$ cat config.mk
export PLATFORM = sky130hd
export DESIGN_NAME = pll_go_seq
export DESIGN_NICKNAME = d
export VERILOG_FILES = /design/src/rtl/pll_go_pkg.sv /design/src/rtl/pll_go_lock_sync.sv /design/src/rtl/pll_go_cfg_regs.sv /design/src/rtl/pll_go_fsm.sv /design/src/rtl/pll_go_ovr.sv /design/src/rtl/pll_go_seq.sv
export SDC_FILE = /design/constraint.sdc
export NUM_CORES = 1
export LEC_CHECK = 0
export BUFFER_PORTS_ARGS = -buffer_cell sky130_fd_sc_hd__buf_4
export CAP_MARGIN = 20
export CORE_MARGIN = 2
export CORE_UTILIZATION = 40
export DETAILED_ROUTE_END_ITERATION = 8
export PLACE_DENSITY_LB_ADDON = 0.12
export SLEW_MARGIN = 15
export SYNTH_ARGS = -nofsm -noshare
export SYNTH_HDL_FRONTEND = slang
export SYNTH_SLANG_ARGS = --single-unit
$ cat constraint.sdc
create_clock -name clk -period 2.3 [get_ports clk]
set_input_delay 0.23 -clock clk [delete_from_list [all_inputs] [get_ports clk]]
set_output_delay 0.23 -clock clk [all_outputs]
set_load 0.02 [all_outputs]
$ cat src/rtl/pll_go_pkg.sv
package pll_go_pkg;

   typedef enum logic [2:0] {
      S_IDLE      = 3'd0,
      S_WAIT_FP   = 3'd1,
      S_INIT      = 3'd2,
      S_EN        = 3'd3,
      S_EN_DIV    = 3'd4,
      S_WAIT_LOCK = 3'd5,
      S_DONE      = 3'd6
   } seq_state_e;

   function automatic int unsigned max4(input int unsigned a, input int unsigned b,
                                        input int unsigned c, input int unsigned d);
      int unsigned m;
      m = a;
      if (b > m) m = b;
      if (c > m) m = c;
      if (d > m) m = d;
      return m;
   endfunction

   function automatic int unsigned bits_for(input int unsigned v);
      return (v < 2) ? 1 : $clog2(v + 1);
   endfunction

endpackage

$ cat src/rtl/pll_go_lock_sync.sv
module pll_go_lock_sync #(
   parameter int unsigned STAGES = 2
) (
   input  logic clk,
   input  logic rst_n,
   input  logic lock_in,
   output logic lock_out
);

   generate
      if (STAGES > 3) begin : g_bad
         $error("pll_go_lock_sync: STAGES must be 0 to 3");
      end

      if (STAGES == 0) begin : g_direct
         assign lock_out = lock_in;
      end else begin : g_chain
         logic [STAGES-1:0] sync_q;
         always_ff @(posedge clk or negedge rst_n) begin
            if (!rst_n) begin
               sync_q <= '0;
            end else if (STAGES == 1) begin
               sync_q <= lock_in;
            end else begin
               sync_q <= {sync_q[STAGES-2:0], lock_in};
            end
         end
         assign lock_out = sync_q[STAGES-1];
      end
   endgenerate

endmodule

$ cat src/rtl/pll_go_cfg_regs.sv
module pll_go_cfg_regs #(
   parameter int unsigned MULT_W   = 11,
   parameter int unsigned PREDIV_W = 7,
   parameter int unsigned HSDIV_W  = 4
) (
   input  logic                clk,
   input  logic                rst_n,
   input  logic                stg_we,
   input  logic [MULT_W-1:0]   stg_mult,
   input  logic [PREDIV_W-1:0] stg_prediv,
   input  logic [HSDIV_W-1:0]  stg_hsdiv,
   input  logic                load_shadow,
   output logic [MULT_W-1:0]   shd_mult,
   output logic [PREDIV_W-1:0] shd_prediv,
   output logic [HSDIV_W-1:0]  shd_hsdiv
);

   localparam int unsigned CFG_W = MULT_W + PREDIV_W + HSDIV_W;

   logic [CFG_W-1:0] stage_q;
   logic [CFG_W-1:0] shadow_q;

   // staging is written freely; shadow copies it as one word on load
   always_ff @(posedge clk or negedge rst_n) begin
      if (!rst_n) begin
         stage_q <= '0;
      end else if (stg_we) begin
         stage_q <= {stg_mult, stg_prediv, stg_hsdiv};
      end
   end

   always_ff @(posedge clk or negedge rst_n) begin
      if (!rst_n) begin
         shadow_q <= '0;
      end else if (load_shadow) begin
         shadow_q <= stage_q;
      end
   end

   assign shd_mult   = shadow_q[CFG_W-1 -: MULT_W];
   assign shd_prediv = shadow_q[HSDIV_W +: PREDIV_W];
   assign shd_hsdiv  = shadow_q[HSDIV_W-1:0];

endmodule

$ cat src/rtl/pll_go_fsm.sv
module pll_go_fsm
   import pll_go_pkg::*;
#(
   parameter int unsigned T_INIT   = 4,
   parameter int unsigned T_EN     = 3,
   parameter int unsigned T_DIV    = 2,
   parameter int unsigned LOCK_TMO = 40
) (
   input  logic       clk,
   input  logic       rst_n,
   input  logic       go_set,
   input  logic       auto_mode,
   input  logic       fp_strobe,
   input  logic       lock_s,
   output seq_state_e state,
   output logic       mode_q,
   output logic       go_bit,
   output logic       lock_err,
   output logic       load_shadow,
   output logic       init_n,
   output logic       pll_en,
   output logic       div_en,
   output logic       locking
);

   localparam int unsigned MAX_T = max4(T_INIT, T_EN, T_DIV, LOCK_TMO);
   localparam int unsigned CNT_W = bits_for(MAX_T);

   seq_state_e        state_q, state_d;
   logic [CNT_W-1:0]  cnt_q;
   logic              cnt_zero;
   logic              accept;
   logic              timeout;

   assign cnt_zero = (cnt_q == '0);
   assign accept   = (state_q == S_IDLE) && go_set;
   assign timeout  = (state_q == S_WAIT_LOCK) && !lock_s && cnt_zero;

   always_comb begin
      state_d = state_q;
      unique case (state_q)
         S_IDLE:      if (go_set) state_d = auto_mode ? S_WAIT_FP : S_INIT;
         S_WAIT_FP:   if (fp_strobe) state_d = S_INIT;
         S_INIT:      if (cnt_zero) state_d = S_EN;
         S_EN:        if (cnt_zero) state_d = S_EN_DIV;
         S_EN_DIV:    if (cnt_zero) state_d = S_WAIT_LOCK;
         S_WAIT_LOCK: if (lock_s || cnt_zero) state_d = S_DONE;
         S_DONE:      state_d = S_IDLE;
         default:     state_d = S_IDLE;
      endcase
   end

   always_ff @(posedge clk or negedge rst_n) begin
      if (!rst_n) begin
         state_q <= S_IDLE;
      end else begin
         state_q <= state_d;
      end
   end

   // phase counter reloads on every state entry
   always_ff @(posedge clk or negedge rst_n) begin
      if (!rst_n) begin
         cnt_q <= '0;
      end else if (state_d != state_q) begin
         unique case (state_d)
            S_INIT:      cnt_q <= CNT_W'(T_INIT - 1);
            S_EN:        cnt_q <= CNT_W'(T_EN - 1);
            S_EN_DIV:    cnt_q <= CNT_W'(T_DIV - 1);
            S_WAIT_LOCK: cnt_q <= CNT_W'(LOCK_TMO - 1);
            default:     cnt_q <= '0;
         endcase
      end else if (!cnt_zero) begin
         cnt_q <= cnt_q - 1'b1;
      end
   end

   always_ff @(posedge clk or negedge rst_n) begin
      if (!rst_n) begin
         go_bit <= 1'b0;
         mode_q <= 1'b0;
      end else if (accept) begin
         go_bit <= 1'b1;
         mode_q <= auto_mode;
      end else if (state_q == S_DONE) begin
         go_bit <= 1'b0;
      end
   end

   always_ff @(posedge clk or negedge rst_n) begin
      if (!rst_n) begin
         lock_err <= 1'b0;
      end else if (accept) begin
         lock_err <= 1'b0;
      end else if (timeout) begin
         lock_err <= 1'b1;
      end
   end

   // enables stay on after the sequence; only an init phase drops them
   always_ff @(posedge clk or negedge rst_n) begin
      if (!rst_n) begin
         pll_en <= 1'b0;
         div_en <= 1'b0;
      end else if (state_d != state_q) begin
         if (state_d == S_INIT) begin
            pll_en <= 1'b0;
            div_en <= 1'b0;
         end
         if (state_d == S_EN)     pll_en <= 1'b1;
         if (state_d == S_EN_DIV) div_en <= 1'b1;
      end
   end

   assign load_shadow = (state_d == S_INIT) && (state_q != S_INIT);
   assign init_n      = (state_q != S_INIT);
   assign locking     = (state_q == S_INIT) || (state_q == S_EN) ||
                        (state_q == S_EN_DIV) || (state_q == S_WAIT_LOCK);
   assign state       = state_q;

endmodule

$ cat src/rtl/pll_go_ovr.sv
module pll_go_ovr (
   input  logic hw_own,
   input  logic locking,
   input  logic sw_clkin_en,
   input  logic sw_div_bypass,
   input  logic sw_ref_en,
   output logic clkin_en,
   output logic div_bypass,
   output logic ref_en
);

   always_comb begin
      if (hw_own) begin
         clkin_en   = !locking;
         div_bypass = locking;
         ref_en     = 1'b1;
      end else begin
         clkin_en   = sw_clkin_en;
         div_bypass = sw_div_bypass;
         ref_en     = sw_ref_en;
      end
   end

endmodule

$ cat src/rtl/pll_go_seq.sv
module pll_go_seq
   import pll_go_pkg::*;
#(
   parameter int unsigned MULT_W      = 11,
   parameter int unsigned PREDIV_W    = 7,
   parameter int unsigned HSDIV_W     = 4,
   parameter int unsigned T_INIT      = 4,
   parameter int unsigned T_EN        = 3,
   parameter int unsigned T_DIV       = 2,
   parameter int unsigned LOCK_TMO    = 40,
   parameter int unsigned SYNC_STAGES = 2
) (
   input  logic                clk,
   input  logic                rst_n,
   input  logic                stg_we,
   input  logic [MULT_W-1:0]   stg_mult,
   input  logic [PREDIV_W-1:0] stg_prediv,
   input  logic [HSDIV_W-1:0]  stg_hsdiv,
   input  logic                go_set,
   input  logic                auto_mode,
   input  logic                fp_strobe,
   input  logic                pll_lock,
   input  logic                sw_clkin_en,
   input  logic                sw_div_bypass,
   input  logic                sw_ref_en,
   output logic                go_bit,
   output logic                busy,
   output logic                lock_err,
   output logic                pll_init_n,
   output logic                pll_en,
   output logic                pll_div_en,
   output logic [MULT_W-1:0]   shd_mult,
   output logic [PREDIV_W-1:0] shd_prediv,
   output logic [HSDIV_W-1:0]  shd_hsdiv,
   output logic                clkin_en,
   output logic                div_bypass,
   output logic                ref_en
);

   localparam int unsigned CFG_W = MULT_W + PREDIV_W + HSDIV_W;

   generate
      if (MULT_W < 1 || PREDIV_W < 1 || HSDIV_W < 1) begin : g_bad_w
         $error("pll_go_seq: field widths must be at least 1");
      end
      if (T_INIT < 1 || T_EN < 1 || T_DIV < 1 || LOCK_TMO < 1) begin : g_bad_t
         $error("pll_go_seq: phase lengths must be at least 1");
      end
   endgenerate

   seq_state_e seq_state;
   logic       mode_q;
   logic       lock_s;
   logic       load_shadow;
   logic       locking;
   logic       hw_own;

   pll_go_lock_sync #(.STAGES(SYNC_STAGES)) u_sync (
      .clk      (clk),
      .rst_n    (rst_n),
      .lock_in  (pll_lock),
      .lock_out (lock_s)
   );

   pll_go_fsm #(
      .T_INIT   (T_INIT),
      .T_EN     (T_EN),
      .T_DIV    (T_DIV),
      .LOCK_TMO (LOCK_TMO)
   ) u_fsm (
      .clk         (clk),
      .rst_n       (rst_n),
      .go_set      (go_set),
      .auto_mode   (auto_mode),
      .fp_strobe   (fp_strobe),
      .lock_s      (lock_s),
      .state       (seq_state),
      .mode_q      (mode_q),
      .go_bit      (go_bit),
      .lock_err    (lock_err),
      .load_shadow (load_shadow),
      .init_n      (pll_init_n),
      .pll_en      (pll_en),
      .div_en      (pll_div_en),
      .locking     (locking)
   );

   pll_go_cfg_regs #(
      .MULT_W   (MULT_W),
      .PREDIV_W (PREDIV_W),
      .HSDIV_W  (HSDIV_W)
   ) u_cfg (
      .clk         (clk),
      .rst_n       (rst_n),
      .stg_we      (stg_we),
      .stg_mult    (stg_mult),
      .stg_prediv  (stg_prediv),
      .stg_hsdiv   (stg_hsdiv),
      .load_shadow (load_shadow),
      .shd_mult    (shd_mult),
      .shd_prediv  (shd_prediv),
      .shd_hsdiv   (shd_hsdiv)
   );

   assign busy   = (seq_state != S_IDLE);
   // mode is frozen for a running sequence, live otherwise
   assign hw_own = busy ? mode_q : auto_mode;

   pll_go_ovr u_ovr (
      .hw_own        (hw_own),
      .locking       (locking),
      .sw_clkin_en   (sw_clkin_en),
      .sw_div_bypass (sw_div_bypass),
      .sw_ref_en     (sw_ref_en),
      .clkin_en      (clkin_en),
      .div_bypass    (div_bypass),
      .ref_en        (ref_en)
   );

endmodule

==> results.py <==
metrics = {
    "global_routing": {
        "grt_pass1_wl_um": 8490,
        "gr-total-overflow": 0,
        "grt_pass1_vias": 1824,
        "antenna_found_initial": 0,
        "track_usage_pct": 15.2,
        "grt_start_max_net_pins": 61,
    },
    "critical_path": {
        "rr_startpoint": "u_fsm.cnt_q[0]$_DFFE_PN0P_",
        "worstPathMaxFanout": 6,
        "cp-start-kind": "register",
        "path_delay_family": "simple AND/OR/NAND/NOR gates",
        "crit_start": "u_fsm.cnt_q[0]$_DFFE_PN0P_",
        "path_cells": "inv_1 > ha_1 > nor3b_2 > nand3_1 > a21oi_1 > or4_1 > o32ai_1",
        "crit_type": "register to register",
        "crit_slowest_cell": "or4_1",
        "critPathBufInv": 1,
        "critical_path_arrival_ns": 2.39,
        "max_stage_delay_ns": 0.69,
        "required_ns": 2.53,
        "end_kind": "register",
    },
    "clock_tree": {
        "path_clk_slew_ns": 0.07,
        "cts_root_buf": "clkbuf_8",
        "cts_resized": 0,
        "clk_latency_ns": 0.33,
        "clockBufferDepth": 2,
        "cts_max_level": 3,
        "cts_buffers": 9,
        "clkSinkCount": 60,
        "cts_tree": "yes",
    },
    "power_and_ir_drop": {
        "ir_worst_vdd_uv": 728,
        "totalPowerFinal_uw": 4430,
        "power_density_mw_per_mm2": 1330,
        "leakagePower_uw": 0.00152,
    },
    "logic_synthesis": {
        "synth.distinct_cells": 37,
        "syn_area_mm2": 0.00255,
        "synth.most_common_cell": "dfrtp_1",
        "synth_edf_count": 0,
        "ys_warn_count": 0,
        "ys_ff_latch": 60,
        "yosys-top-cells-area": "dfrtp_1 59%, mux2_2 20%, o21ai_0 2.2%",
        "async_flop_share_pct": 100,
        "yosysTopAreaCell": "dfrtp_1",
        "synth.cells.most_frequent": "60 x dfrtp_1, 45 x mux2_2, 11 x o21ai_0",
        "ys_seq_area_share_pct": 59.0,
        "yosys.area.top_type_share_pct": 59.0,
        "ys.flop_type": "dfrtp_1",
        "synthCells": 195,
        "avgSynthCellArea_um2": 13.1,
        "syn_nets": 228,
    },
    "sta": {
        "fmax_mhz": 464,
        "rsz0062_at_grt": "no",
        "worstMarginPinSlew_ns": 0.759,
        "slew_headroom_pct": 49.4,
        "fin_crit_sh_pct": 93.7,
        "fin_tns_setup_ns": 0,
        "slew_violations": 0,
        "period_needed_ns": 2.16,
        "setup_viol": 0,
        "fin_skew_ns": 0.00591,
        "timing.final.hold_violations": 0,
    },
    "floorplanning": {
        "coreArea_mm2": 0.00624,
        "die-area_mm2": 0.00702,
        "pin_count": 63,
        "die_w_um": 83.8,
        "placement_rows": 29,
        "die_h_um": 83.8,
        "start_util_pct": 40.8,
    },
    "placement": {
        "dp.cells": 333,
        "numPortBuffers": 62,
        "postPlaceCellArea_mm2": 0.00312,
        "place.detailed.hpwl_um": 3470,
        "place.gp.congestion": 0.797,
    },
    "cells_and_area": {
        "n_fill_cell": 581,
        "n_antenna_cell": 0,
        "multi_input_area_um2": 991,
        "fin_nets": 302,
        "area_growth_pct": 31.3,
        "drive_gt1_share_pct": 49.1,
        "final_area_mm2": 0.00334,
        "fin_cells": 350,
        "seqCellArea_mm2": 0.00150,
    },
    "routing": {
        "vias": 1799,
        "antenna_left": 0,
        "wirelength_um": 5040,
        "drt_iter0_markers": 117,
        "dr.pass1.iters": 4,
        "drc": 0,
        "wl_per_cell_um": 14.4,
        "viasPerCell": 5.14,
    },
    "hold_path": {
        "min-delay-start": "stg_hsdiv[3]",
        "hp-class": "input pin to register",
    },
    "outcome": {
        "outcome": "finished clean",
    },
    "run": {
        "max-cap-violations": 0,
    },
}
[logic make-up after synthesis]
group,after synthesis,synth area share [%]
AO/OA/AOI/OAI,32,7.81
XOR/XNOR,3,1.03
adder cells (fa/ha/maj),1,0.491
buffers and inverters,13,2.36
flip-flops,60,59.0
multiplexers,47,20.7
AND/OR/NAND/NOR,39,8.65
[per-layer routing]
metal,global-route usage [%],part of all wire (%),vias up
met1,19.4,45,890
met5,0,0,-
met4,7.48,1.7,0
met2,23.9,47,47
li1,-,-,852
met3,4.35,5.9,10
[cells in the final DEF (no fill, tap or decap), types with 3 or more instances in the layout]
cell type and count:
nor2_1 6, a221oi_1 3, inv_1 5, nand2_1 10
xnor2_1 3, dfrtp_1 60, nor3_1 3, buf_4 68
clkbuf_8 11, a21oi_1 8, nand3_1 6, mux2_2 45
o21ai_0 11
[area by class of cell]
type                            instances  area share [%]
Clock buffer                           11            4.53
Clock inverter                          4            1.46
Inverter                                6           0.674
Multi-Input combinational cell        122            29.7
Sequential cell                        60            44.9
Tap cell                               77            2.88
Timing Repair Buffer                   70            15.9
[report_power, final]
group | switching, µW | total, µW | internal [µW]
Sequential | 242 | 1650 | 1400
Clock | 398 | 949 | 551
Combinational | 954 | 1840 | 884
[sequential cells by signal (all words and copies together) (netlist names)]
| register | cells |
|---|---|
| u_cfg.shadow_q | 22 |
| u_cfg.stage_q | 22 |
| u_fsm.cnt_q | 6 |
| u_fsm.state | 3 |
| u_sync.g_chain.sync_q | 2 |
| u_fsm.div_en | 1 |
| u_fsm.go_bit | 1 |
| u_fsm.lock_err | 1 |
| u_fsm.mode_q | 1 |
| u_fsm.pll_en | 1 |
[worst paths after layout]
path,to,slack [ns],cells after the start
setup reg to reg,u_fsm.cnt_q[5]$_DFFE_PN0P_,0.14,7
hold / removal,u_cfg.stage_q[3]$_DFFE_PN0P_,0.12,2
hold reg to reg,u_sync.g_chain.sync_q[1]$_DFF_PN0_,0.35,0
setup / recovery,u_fsm.cnt_q[5]$_DFFE_PN0P_,0.14,7
min in group asynchronous,u_fsm.lock_err$_DFFE_PN0P_,0.51,2
max in group asynchronous,u_cfg.shadow_q[18]$_DFFE_PN0P_,1.28,2
[stage by stage]
step	worst slack [ns]	hold slack, ns	util [%]
4_1_cts	0.137	0.111	53.5
2_1_floorplan	0.336	-0.0656	-
5_1_grt	0.0263	0.113	53.5
3_3_place_gp	0.198	0.338	50.0
3_5_place_dp	0.169	0.335	50.0
6_report	0.144	0.122	53.5
[repair_timing]
action,CTS,global route
hold buffers,2,0
hold endpoints to repair,8,0
setup buffers,0,0
No activity file was read; power rests on OpenSTA's default activity.
